### src/rtl/jtx_pkg.sv
package jtx_pkg;
  typedef enum logic [1:0] {
    ST_SYNC = 2'd0,
    ST_ILAS = 2'd1,
    ST_DATA = 2'd2
  } link_st_e;

  localparam int SMP_W = 14;
  localparam logic [7:0] CH_K285 = 8'hBC;
  localparam logic [7:0] CH_K280 = 8'h1C;
  localparam logic [7:0] CH_K283 = 8'h7C;
  localparam logic [7:0] CH_K284 = 8'h9C;
  localparam logic [7:0] CH_D287 = 8'hFC;
  localparam logic [7:0] CH_D283 = 8'h7C;

  localparam logic [1:0] TM_NORMAL = 2'd0;
  localparam logic [1:0] TM_REPEAT = 2'd1;
  localparam logic [1:0] TM_D287   = 2'd2;
endpackage

### src/rtl/jtx_lmfc.sv
module jtx_lmfc #(
  parameter int K_W   = 5,
  parameter int OFF_W = 5
) (
  input  logic             clk,
  input  logic             rst_n,
  input  logic [K_W-1:0]   k_m1,
  input  logic [OFF_W-1:0] offset,
  input  logic             sysref,
  output logic [K_W:0]     cnt,
  output logic             mf_end
);
  localparam int C_W = K_W + 1;

  logic [C_W-1:0] last;
  logic [C_W-1:0] cnt_d;

  // 2K-1 = 2*(k_m1+1)-1
  assign last   = {k_m1, 1'b1};
  assign mf_end = (cnt >= last);

  always_comb begin
    if (sysref)      cnt_d = C_W'(offset);
    else if (mf_end) cnt_d = '0;
    else             cnt_d = cnt + 1'b1;
  end

  always_ff @(posedge clk or negedge rst_n) begin
    if (!rst_n) cnt <= '0;
    else        cnt <= cnt_d;
  end
endmodule

### src/rtl/jtx_packer.sv
module jtx_packer
  import jtx_pkg::*;
(
  input  logic             clk,
  input  logic             rst_n,
  input  logic             slot_odd,
  input  logic [SMP_W-1:0] sample,
  input  logic             over,
  input  logic             under,
  input  logic             valid,
  input  logic             tail_en,
  input  logic [2:0]       tail_sel,
  input  logic             offset_bin,
  input  logic [1:0]       test_mode,
  output logic [7:0]       frame_octet
);
  localparam int LSB_W = SMP_W - 8;

  logic [SMP_W-1:0] fmt;
  logic [1:0]       tail;
  logic             either;
  logic [7:0]       nat_lo;
  logic [7:0]       lo_hold, lo_hold_d;
  logic [7:0]       lo_prev, lo_prev_d;

  assign fmt    = {sample[SMP_W-1] ^ offset_bin, sample[SMP_W-2:0]};
  assign either = over | under;

  always_comb begin
    case (tail_sel)
      3'd0:    tail = {either, valid};
      3'd1:    tail = {over, under};
      3'd2:    tail = {either, 1'b0};
      3'd3:    tail = {1'b0, valid};
      3'd5:    tail = {under, over};
      3'd6:    tail = {valid, either};
      default: tail = 2'b00;
    endcase
    if (!tail_en) tail = 2'b00;
  end

  assign nat_lo = {fmt[LSB_W-1:0], tail};

  always_comb begin
    lo_hold_d = lo_hold;
    lo_prev_d = lo_prev;
    if (!slot_odd) lo_hold_d = nat_lo;
    else           lo_prev_d = lo_hold;
  end

  always_ff @(posedge clk or negedge rst_n) begin
    if (!rst_n) begin
      lo_hold <= '0;
      lo_prev <= '0;
    end else begin
      lo_hold <= lo_hold_d;
      lo_prev <= lo_prev_d;
    end
  end

  always_comb begin
    if (!slot_odd) begin
      frame_octet = fmt[SMP_W-1:LSB_W];
    end else begin
      case (test_mode)
        TM_NORMAL: frame_octet = lo_hold;
        TM_REPEAT: frame_octet = lo_prev;
        TM_D287:   frame_octet = CH_D287;
        default:   frame_octet = CH_D283;
      endcase
    end
  end
endmodule

### src/rtl/jtx_scrambler.sv
module jtx_scrambler (
  input  logic       clk,
  input  logic       rst_n,
  input  logic       adv,
  input  logic [7:0] din,
  output logic [7:0] dout
);
  logic [14:0] hist, hist_d;

  // hist[0] is the most recent scrambled bit
  always_comb begin
    hist_d = hist;
    dout   = '0;
    for (int b = 7; b >= 0; b--) begin
      dout[b] = din[b] ^ hist_d[13] ^ hist_d[14];
      hist_d  = {hist_d[13:0], dout[b]};
    end
  end

  always_ff @(posedge clk or negedge rst_n) begin
    if (!rst_n)   hist <= '0;
    else if (adv) hist <= hist_d;
  end
endmodule

### src/rtl/jtx_lane_framer.sv
module jtx_lane_framer
  import jtx_pkg::*;
#(
  parameter int K_W   = 5,
  parameter int OFF_W = 5
) (
  input  logic             clk,
  input  logic             rst_n,
  input  logic [13:0]      sample_i,
  input  logic             over_i,
  input  logic             under_i,
  input  logic             valid_i,
  input  logic             tail_en_i,
  input  logic [2:0]       tail_sel_i,
  input  logic             offset_bin_i,
  input  logic             scr_en_i,
  input  logic [1:0]       test_mode_i,
  input  logic [K_W-1:0]   k_cfg_i,
  input  logic [OFF_W-1:0] lmfc_offset_i,
  input  logic             sysref_i,
  input  logic             sync_n_i,
  input  logic [7:0]       dev_id_i,
  input  logic [3:0]       bank_id_i,
  input  logic [4:0]       lane_id_i,
  output logic [7:0]       octet_o,
  output logic             ctrl_o,
  output logic             cfg_err_o
);
  localparam int C_W       = K_W + 1;
  localparam int PRM_N     = 14;
  localparam int PRM_FIRST = 2;
  localparam int PRM_END   = PRM_FIRST + PRM_N - 1;
  localparam int MIN_KM1   = (PRM_END + 1) / 2;
  localparam int ILAS_MF   = 4;
  localparam int MF_W      = $clog2(ILAS_MF);

  link_st_e        st_q, st_d;
  logic [MF_W-1:0] mf_q, mf_d;
  logic [C_W-1:0]  lmfc_cnt;
  logic            mf_end;
  logic [7:0]      frame_octet;
  logic [7:0]      scr_octet;
  logic            scr_adv;
  logic [7:0]      oct_d;
  logic            ctrl_d;
  logic [7:0]      prm [PRM_N];
  logic [7:0]      prm_sum;
  logic [3:0]      prm_idx;

  jtx_lmfc #(.K_W(K_W), .OFF_W(OFF_W)) i_lmfc (
    .clk    (clk),
    .rst_n  (rst_n),
    .k_m1   (k_cfg_i),
    .offset (lmfc_offset_i),
    .sysref (sysref_i),
    .cnt    (lmfc_cnt),
    .mf_end (mf_end)
  );

  jtx_packer i_packer (
    .clk         (clk),
    .rst_n       (rst_n),
    .slot_odd    (lmfc_cnt[0]),
    .sample      (sample_i),
    .over        (over_i),
    .under       (under_i),
    .valid       (valid_i),
    .tail_en     (tail_en_i),
    .tail_sel    (tail_sel_i),
    .offset_bin  (offset_bin_i),
    .test_mode   (test_mode_i),
    .frame_octet (frame_octet)
  );

  assign scr_adv = (st_q == ST_DATA) && sync_n_i && scr_en_i;

  jtx_scrambler i_scr (
    .clk   (clk),
    .rst_n (rst_n),
    .adv   (scr_adv),
    .din   (frame_octet),
    .dout  (scr_octet)
  );

  // F=2, so F*K is a multiple of four exactly when K is even (k_cfg odd)
  assign cfg_err_o = ~k_cfg_i[0] | (k_cfg_i < K_W'(MIN_KM1));

  // parameter block of the second alignment multiframe
  always_comb begin
    prm[0]  = dev_id_i;
    prm[1]  = {4'h0, bank_id_i};
    prm[2]  = {3'b000, lane_id_i};
    prm[3]  = {scr_en_i, 7'd0};
    prm[4]  = 8'd1;
    prm[5]  = 8'(k_cfg_i);
    prm[6]  = 8'd0;
    prm[7]  = 8'd13;
    prm[8]  = 8'd15;
    prm[9]  = 8'd0;
    prm[10] = 8'd0;
    prm[11] = 8'd0;
    prm[12] = 8'd0;
    prm_sum = '0;
    for (int i = 0; i < PRM_N - 1; i++) prm_sum = prm_sum + prm[i];
    prm[PRM_N-1] = prm_sum;
  end

  assign prm_idx = 4'(lmfc_cnt - C_W'(PRM_FIRST));

  // link state next-state logic
  always_comb begin
    st_d = st_q;
    mf_d = mf_q;
    if (!sync_n_i) begin
      st_d = ST_SYNC;
      mf_d = '0;
    end else begin
      case (st_q)
        ST_SYNC: if (mf_end) begin
          st_d = ST_ILAS;
          mf_d = '0;
        end
        ST_ILAS: if (mf_end) begin
          if (mf_q == MF_W'(ILAS_MF - 1)) st_d = ST_DATA;
          else                            mf_d = mf_q + 1'b1;
        end
        default: ;
      endcase
    end
  end

  // octet selection
  always_comb begin
    oct_d  = frame_octet;
    ctrl_d = 1'b0;
    if (!sync_n_i || st_q == ST_SYNC) begin
      oct_d  = CH_K285;
      ctrl_d = 1'b1;
    end else if (st_q == ST_ILAS) begin
      ctrl_d = 1'b1;
      if (lmfc_cnt == '0) begin
        oct_d = CH_K280;
      end else if (mf_end) begin
        oct_d = CH_K283;
      end else if (mf_q == MF_W'(1) && lmfc_cnt == C_W'(1)) begin
        oct_d = CH_K284;
      end else if (mf_q == MF_W'(1) && lmfc_cnt >= C_W'(PRM_FIRST)
                   && lmfc_cnt <= C_W'(PRM_END)) begin
        oct_d  = prm[prm_idx];
        ctrl_d = 1'b0;
      end else begin
        oct_d  = 8'(lmfc_cnt);
        ctrl_d = 1'b0;
      end
    end else if (scr_en_i) begin
      oct_d = scr_octet;
    end
  end

  always_ff @(posedge clk or negedge rst_n) begin
    if (!rst_n) begin
      st_q    <= ST_SYNC;
      mf_q    <= '0;
      octet_o <= CH_K285;
      ctrl_o  <= 1'b1;
    end else begin
      st_q    <= st_d;
      mf_q    <= mf_d;
      octet_o <= oct_d;
      ctrl_o  <= ctrl_d;
    end
  end
endmodule

### config.mk
export PLATFORM = sky130hd
export DESIGN_NAME = jtx_lane_framer
export DESIGN_NICKNAME = d
export VERILOG_FILES = /design/src/rtl/jtx_pkg.sv /design/src/rtl/jtx_lmfc.sv /design/src/rtl/jtx_packer.sv /design/src/rtl/jtx_scrambler.sv /design/src/rtl/jtx_lane_framer.sv
export SDC_FILE = /design/constraint.sdc
export NUM_CORES = 1
export LEC_CHECK = 0
export ABC_AREA = 1
export BUFFER_PORTS_ARGS = -buffer_cell sky130_fd_sc_hd__buf_2
export CAP_MARGIN = 20
export CORE_ASPECT_RATIO = 0.7
export CORE_MARGIN = 3
export CORE_UTILIZATION = 30
export CTS_CLUSTER_DIAMETER = 50
export CTS_CLUSTER_SIZE = 28
export DETAILED_ROUTE_END_ITERATION = 10
export PLACE_DENSITY_LB_ADDON = 0.25
export SYNTH_ARGS = -nofsm -noshare
export SYNTH_HDL_FRONTEND = slang
export SYNTH_SLANG_ARGS = --single-unit
### constraint.sdc
create_clock -name clk -period 2.75 [get_ports clk]
set_clock_uncertainty 0.2 [all_clocks]
set_input_delay 0.275 -clock clk [delete_from_list [all_inputs] [get_ports clk]]
set_output_delay 0.275 -clock clk [all_outputs]
set_load 0.01 [all_outputs]
==> impl_metrics.csv, run 1 <==
group,metric,value,unit
place,post-dp-hpwl,8870,um
place,port-buffer-count,65,
grt,wire_length_of_the_first_global_routing_pass,18300,um
sta,timing.fmax,339,MHz
clocking,tritoncts_clock_tree,"built",
final_layout,area_growth_syn_to_fin,29.9,%
sta,maxSlewHeadroom,66.6,%
floorplanning,placement_rows,34,
clocking,cts_inserted_buffers,5,
clocking,cts.sink_count,50,
routing,first_pass_iters,5,
sta,layout_setup_ws,-0.200,ns
setup_path,cp_data_arrival_time,2.97,ns
routing,vias,3867,
sta,post-route-min-period,2.95,ns
grt,initial_antenna_violation_count,0,
setup_path,timing.setup.critical_path_class,"in -> reg",
sta,fin_hold_viols,0,
pwr,power_switching,1.56,mW
sta,timing.final.max_slew_violations,0,
outcome,run_status,"complete, but fails checks",
clocking,clock_pin_transition_on_the_worst_setup_and_hold_timing_paths,0.07,ns
setup_path,critical_path.most_common_cell,"sky130_fd_sc_hd__fa_2",
routing,route.final.wire_length,11300,um
clocking,cts_buffer_depth,2,
synth,synthFlopType,"sky130_fd_sc_hd__dfrtp_1",
final_layout,layout.cells.most_common,"sky130_fd_sc_hd__nand2_1",
pwr,power_dens_cells,733,mW/mm2
pwr,max-vdd-ir-drop,0.000256,V
final_layout,postLayoutCoreUtil,40.8,%
sta,tightestPinTransition,0.499,ns
final_layout,number_of_antenna_cells_inserted,0,
pwr,p_int,2.24,mW
setup_path,cp_cell_sequence,"buf_6 > inv_4 > fa_2 > fa_2 > fa_1 > inv_2 > fa_2 > buf_4 > buf_6 > xor2_1 > nand2_1 > nand2_2 > o21ai_2 > nand3_1",
setup_path,crit_path_max_incr_delay,0.53,ns
routing,drt-initial-drc-count,188,
synth,yosysTopAreaCellShare,27.6,%
setup_path,crit_path_top_delay_cell,"sky130_fd_sc_hd__fa_1",
routing,drc,0,
synth,mean_cell_area_of_the_mapped_netlist,7.11,um2
pwr,seqPwrFrac,30.0,%
synth,synth_nets,655,
grt,vias_in_the_first_global_route,3709,
final_layout,final_net_count,757,
floorplanning,ioPinCount,66,
clocking,clk-insertion-delay-late,0.29,ns
pwr,power.clock.fraction,19.3,%
sta,finalCritPeriodShare,107,%
place,preCtsSetupSlack,-0.468,ns
synth,post_synth_inst_count,561,
routing,avgViaCountPerCell,4.68,
final_layout,proportion_of_layout_cells_with_a_drive_suffix_above_1,25.3,%
sta,rsz_0062_raised_after_global_routing,"yes",
floorplanning,floorplan.die.height,103,um
setup_path,required,2.77,ns
sta,setup_tns_final,-0.678,ns
setup_path,worstSetupEndpointType,"register",
clocking,cts_root_buffer,"sky130_fd_sc_hd__clkbuf_16",
synth,synth-edff-count,0,
run,drv.max_cap_violation_count,0,
min_path,hold_path_class,"in -> reg",
routing,route.antenna.remaining_nets,0,
grt,global_route.usage.total,15.6,%
setup_path,critPathTopFamily,"adder cells",
synth,ys_async_sr_fraction,100,%
place,finalWeightedCongestion,0.832,
pwr,total_power,3.80,mW
outcome,failed_checks,"negative setup slack",
floorplanning,dieArea,0.0147,mm2
final_layout,filler_cell_count,1278,
synth,synthesized_area,0.00399,mm2
grt,grt_max_degree,31,
pwr,switching_share,41.1,%
pwr,leakage,2.72,nW
synth,synth-seq-area-share,31.5,%
floorplanning,floorplan.initialDensity,31.4,%
floorplanning,die_w,144,um
pwr,comb_power_share,50.7,%
grt,grt_overflow_total,0,
final_layout,layout_common_cells,"sky130_fd_sc_hd__nand2_1, sky130_fd_sc_hd__inv_1, sky130_fd_sc_hd__buf_2",
floorplanning,core-area,0.0127,mm2
synth,yosysWarningCount,0,
setup_path,critical_path.max_fanout,3,
synth,synth.largest_area_cell,"sky130_fd_sc_hd__dfrtp_1",
sta,setup_viol,5,
setup_path,startpoint_type,"primary input",
synth,postSynthRegisterBits,50,
synth,synth_cell_type_count,44,
synth,synth.area.top_cells,"sky130_fd_sc_hd__dfrtp_1, sky130_fd_sc_hd__nand2_1, sky130_fd_sc_hd__ha_1, sky130_fd_sc_hd__inv_1, sky130_fd_sc_hd__o21ai_0",
setup_path,cp.buffers_inverters,5,
routing,wire_per_inst,13.7,um
clocking,cts_htree_levels,2,
==> final cells by class <==
type                    count  area, um2  area share [%]
clock inverters             2       38.8           0.748
repair buffers            108        729            14.1
well taps                 162        203            3.91
flip-flops and latches     50       1260            24.3
clock buffers               6        139            2.68
multi-input cells         406       2450            47.3
inverters                  92        365            7.04
==> Yosys cell counts (2+ instances only) <==
master                       n
sky130_fd_sc_hd__fa_1        8
sky130_fd_sc_hd__xnor2_1     9
sky130_fd_sc_hd__o31ai_1     2
sky130_fd_sc_hd__or2_1       2
sky130_fd_sc_hd__buf_6       2
sky130_fd_sc_hd__dfstp_2     6
sky130_fd_sc_hd__a21oi_1    33
sky130_fd_sc_hd__nand4_1     4
sky130_fd_sc_hd__buf_4       2
sky130_fd_sc_hd__o21ai_1     6
sky130_fd_sc_hd__inv_2       2
sky130_fd_sc_hd__ha_1       30
sky130_fd_sc_hd__nor2_2      2
sky130_fd_sc_hd__clkbuf_1    2
sky130_fd_sc_hd__a21o_1      2
sky130_fd_sc_hd__buf_2       5
sky130_fd_sc_hd__inv_4       2
sky130_fd_sc_hd__o21ai_0    38
sky130_fd_sc_hd__nand3_1    27
sky130_fd_sc_hd__o211ai_1    5
sky130_fd_sc_hd__inv_1      87
sky130_fd_sc_hd__xor2_1      5
sky130_fd_sc_hd__nor2_4      2
sky130_fd_sc_hd__a211oi_1    2
sky130_fd_sc_hd__a21oi_2     2
sky130_fd_sc_hd__nor2_1     41
sky130_fd_sc_hd__nand2_1   168
sky130_fd_sc_hd__dfrtp_1    44
sky130_fd_sc_hd__o22ai_1     6
==> tightest hold or removal path: cells and delay by family <==
family | cells | cell delay, ns
AOI/OAI and AO/OA | 1 | 0.06
buffers and inverters | 1 | 0.07
and+or+nand+nor | 1 | 0.06
==> metrics by stage <==
step | instances | hold slack, ns | instance area [um2]
3_5_place_dp | 802 | 0.0814 | 4700
2_1_floorplan | 561 | -0.221 | 4060
5_1_grt | 826 | 0.0329 | 5190
4_1_cts | 822 | 0.00513 | 5070
6_report | 826 | 0.00954 | 5190
3_3_place_gp | 802 | 0.0719 | 4700
==> sequential cells by signal (all words and copies together), names as in the netlist <==
name              flops
ctrl_o                1
i_lmfc.cnt            6
i_packer.lo_hold      8
i_packer.lo_prev      8
i_scr.hist           15
mf_q                  2
octet_o               8
st_q                  2
==> path summary, 6_finish.rpt <==
| path | from | endpoint | slack, ns | cells after the start |
|---|---|---|---|---|
| max | k_cfg_i[1] | octet_o[3] | -0.20 | 14 |
| min | lmfc_offset_i[2] | i_lmfc.cnt[2] | 0.01 | 3 |
| max reg2reg | i_lmfc.cnt[1] | octet_o[1] | 0.44 | 11 |
| min reg2reg | i_packer.lo_prev[6] | i_packer.lo_prev[6] | 0.28 | 2 |
| max in group asynchronous | rst_n | octet_o[3] | 1.26 | 3 |
| min in group asynchronous | rst_n | octet_o[0] | 0.27 | 2 |
==> cell families after synthesis <==
kind of cell	synth area share, %
adders and majority gates	13.4
buffers and inverters	11.0
AOI/OAI and AO/OA	14.6
DFF	31.5
and+or+nand+nor	26.4
xor gates and xnor gates	3.07
==> layer usage <==
metal,global-route usage [%],part of all wire [%],vias to the layer above
met5,0,0,-
met2,23.2,43,77
met4,1.66,0.27,0
met3,3.01,4.4,5
met1,24.0,53,1796
li1,-,-,1989
==> power by group through the flow <==
stage	clock network (mW)	registers [mW]	logic, mW
3_3_place_gp	0	1.14	1.74
2_1_floorplan	0	1.14	1.24
3_5_place_dp	0	1.15	1.76
4_1_cts	0.758	1.14	1.83
6_report	0.733	1.14	1.93
5_1_grt	0.793	1.17	2.19
==> timing repair <==
action | CTS | global route
gates resized for setup | 20 | 26
hold buffers | 10 | 0
setup buffers | 2 | 5
pin swaps | 18 | 22
setup endpoints to repair | 6 | 6
endpoints found under the hold margin | 26 | 0
(Power assumes the default switching activity.)
==> run 2, diff against run 1 <==
- CORE_ASPECT_RATIO: 0.7 -> not set
- CORE_MARGIN: 3 -> 2
==> impl_metrics.csv, run 2 (same netlist as run 1, synthesis figures left out) <==
group,metric,value,unit
outcome,run_status,"complete, but fails checks",
outcome,failed_checks,"negative setup slack",
routing,vias,3806,
routing,route.antenna.remaining_nets,0,
clocking,cts_htree_levels,2,
sta,finalCritPeriodShare,107,%
setup_path,cp_cell_sequence,"buf_8 > inv_8 > fa_2 > fa_2 > inv_2 > ha_4 > ha_4 > fa_2 > buf_6 > xor2_2 > nand2_1 > nand2_1 > o21ai_2 > nand3_1",
routing,drt-initial-drc-count,266,
pwr,comb_power_share,52.0,%
routing,dr.max_layer_used,"met4",
setup_path,cp.buffers_inverters,4,
routing,first_pass_iters,4,
sta,layout_setup_ws,-0.198,ns
routing,drc,0,
pwr,leakage,2.68,nW
final_layout,number_of_antenna_cells_inserted,0,
grt,wire_length_of_the_first_global_routing_pass,17600,um
clocking,tritoncts_clock_tree,"built",
pwr,total_power,3.58,mW
sta,fin_hold_viols,0,
final_layout,multi_input_area,0.00243,mm2
setup_path,critPathTopFamily,"adder cells",
routing,route.final.wire_length,10600,um
setup_path,crit_path_max_incr_delay,0.56,ns
floorplanning,floorplan.die.height,119,um
grt,vias_in_the_first_global_route,3708,
setup_path,startpoint_type,"primary input",
grt,grt_max_degree,37,
grt,initial_antenna_violation_count,0,
clocking,cts.sink_count,50,
routing,wire_per_inst,12.6,um
setup_path,crit_path_top_delay_cell,"sky130_fd_sc_hd__fa_2",
routing,wirelength_met1,5100,um
pwr,seqPwrFrac,31.5,%
sta,timing.final.max_slew_violations,0,
setup_path,critical_path.max_fanout,3,
sta,post-route-min-period,2.95,ns
sta,maxSlewHeadroom,63.5,%
sta,rsz_0062_raised_after_global_routing,"yes",
sta,whs,0.00209,ns
pwr,max-vdd-ir-drop,0.000264,V
routing,route.met3.wl,345,um
setup_path,worstSetupEndpointType,"register",
setup_path,timing.setup.critical_path_class,"in -> reg",
pwr,p_int,2.08,mW
clocking,clk-insertion-delay-late,0.29,ns
setup_path,cp_data_arrival_time,2.96,ns
floorplanning,placement_rows,42,
final_layout,registers.top_by_ff_count,"i_scr.hist",
final_layout,area_growth_syn_to_fin,27.8,%
sta,timing.fmax,339,MHz
routing,avgViaCountPerCell,4.55,
floorplanning,die_w,119,um
grt,grt_overflow_total,0,
floorplanning,dieArea,0.0142,mm2
clocking,cts_root_buffer,"sky130_fd_sc_hd__clkbuf_16",
run,drv.max_cap_violation_count,0,
final_layout,seqCellArea,0.00126,mm2
final_layout,layout_common_cells,"sky130_fd_sc_hd__nand2_1, sky130_fd_sc_hd__inv_1, sky130_fd_sc_hd__buf_2",
clocking,clock_pin_transition_on_the_worst_setup_and_hold_timing_paths,0.06,ns
setup_path,required,2.76,ns
place,port-buffer-count,65,
final_layout,proportion_of_layout_cells_with_a_drive_suffix_above_1,24.2,%
final_layout,final_net_count,753,
clocking,cts_buffer_depth,2,
place,finalWeightedCongestion,0.869,
min_path,hold_path_class,"in -> reg",
final_layout,largest_register_ff_count,15,
pwr,switching_share,41.7,%
grt,global_route.usage.total,15.2,%
floorplanning,ioPinCount,66,
final_layout,layout.cells.most_common,"sky130_fd_sc_hd__nand2_1",
pwr,power.clock.fraction,16.5,%
floorplanning,floorplan.initialDensity,30.4,%
clocking,cts_inserted_buffers,5,
sta,tightestPinTransition,0.542,ns
pwr,power_dens_cells,701,mW/mm2
routing,route.met2.wl,4990,um
setup_path,critical_path.most_common_cell,"sky130_fd_sc_hd__fa_2",
sta,setup_viol,4,
final_layout,filler_cell_count,1406,
pwr,power_switching,1.49,mW
place,post-dp-hpwl,8250,um
floorplanning,core-area,0.0131,mm2
-- run 2: repair_timing --
| action | in CTS | in global routing |
|---|---|---|
| hold buffers | 8 | 0 |
| buffers inserted | 2 | 2 |
| endpoints found under the hold margin | 21 | 0 |
| pin swaps | 13 | 10 |
| setup endpoints to repair | 6 | 6 |
| resized for setup | 17 | 21 |
-- run 2: final timing paths --
check / cells after the start / from / slack, ns / end
max: 14 / bank_id_i[1] / -0.20 / octet_o[3]
min: 3 / sample_i[4] / 0.002 / i_packer.lo_hold[6]
max reg2reg: 11 / i_lmfc.cnt[2] / 0.45 / octet_o[6]
min reg2reg: 2 / i_packer.lo_prev[6] / 0.27 / i_packer.lo_prev[6]
max in group asynchronous: 3 / rst_n / 1.36 / i_packer.lo_prev[0]
min in group asynchronous: 2 / rst_n / 0.22 / i_scr.hist[2]
-- run 2: layout make-up --
type / instances / share of cell area, %
timing repair buffer: 104 / 13.4
sequential: 50 / 24.7
inverter: 92 / 7.16
multi-input combinational: 406 / 47.7
tap: 176 / 4.32
clock inverter: 2 / 0.196
clock buffer: 6 / 2.53
-- run 2: worst reg2reg max path, cell delays in order, from the launching register on --
cell and delay, ns:
sky130_fd_sc_hd__dfrtp_1 0.44, sky130_fd_sc_hd__inv_1 0.11, sky130_fd_sc_hd__ha_1 0.46, sky130_fd_sc_hd__nor2_4 0.19
sky130_fd_sc_hd__nand2_1 0.10, sky130_fd_sc_hd__nor2_1 0.25, sky130_fd_sc_hd__nand3_1 0.12, sky130_fd_sc_hd__nand2_1 0.09
sky130_fd_sc_hd__nand2_1 0.05, sky130_fd_sc_hd__nand2_1 0.05, sky130_fd_sc_hd__nand2_1 0.06, sky130_fd_sc_hd__a21oi_2 0.11
-- run 2: layer usage --
metal  up-vias  global-route usage [%]
li1       1980                       -
met1      1739                    20.1
met2        76                    26.8
met3        11                    1.96
met4         0                    2.94
met5         -                       0
-- run 2: metrics by stage --
stage / std cells / cell area [um2] / worst slack (ns) / utilization [%] / setup TNS [ns]
after CTS: 834 / 5010 / -0.125 / 38.1 / -0.364
final: 836 / 5100 / -0.198 / 38.8 / -0.555
after global placement: 816 / 4720 / -0.514 / 35.9 / -2.56
after detailed placement: 816 / 4720 / -0.542 / 35.9 / -2.69
after global routing: 836 / 5100 / -0.309 / 38.8 / -1.28
after floorplan: 561 / 4060 / -0.210 / - / -0.475
-- run 2: power by group through the flow --
stage	Clock, mW	Sequential (mW)	Combinational, mW
after floorplan	0	1.14	1.24
after global placement	0	1.14	1.73
after detailed placement	0	1.14	1.76
after CTS	0.604	1.13	1.82
after global routing	0.642	1.16	2.11
final	0.590	1.13	1.86
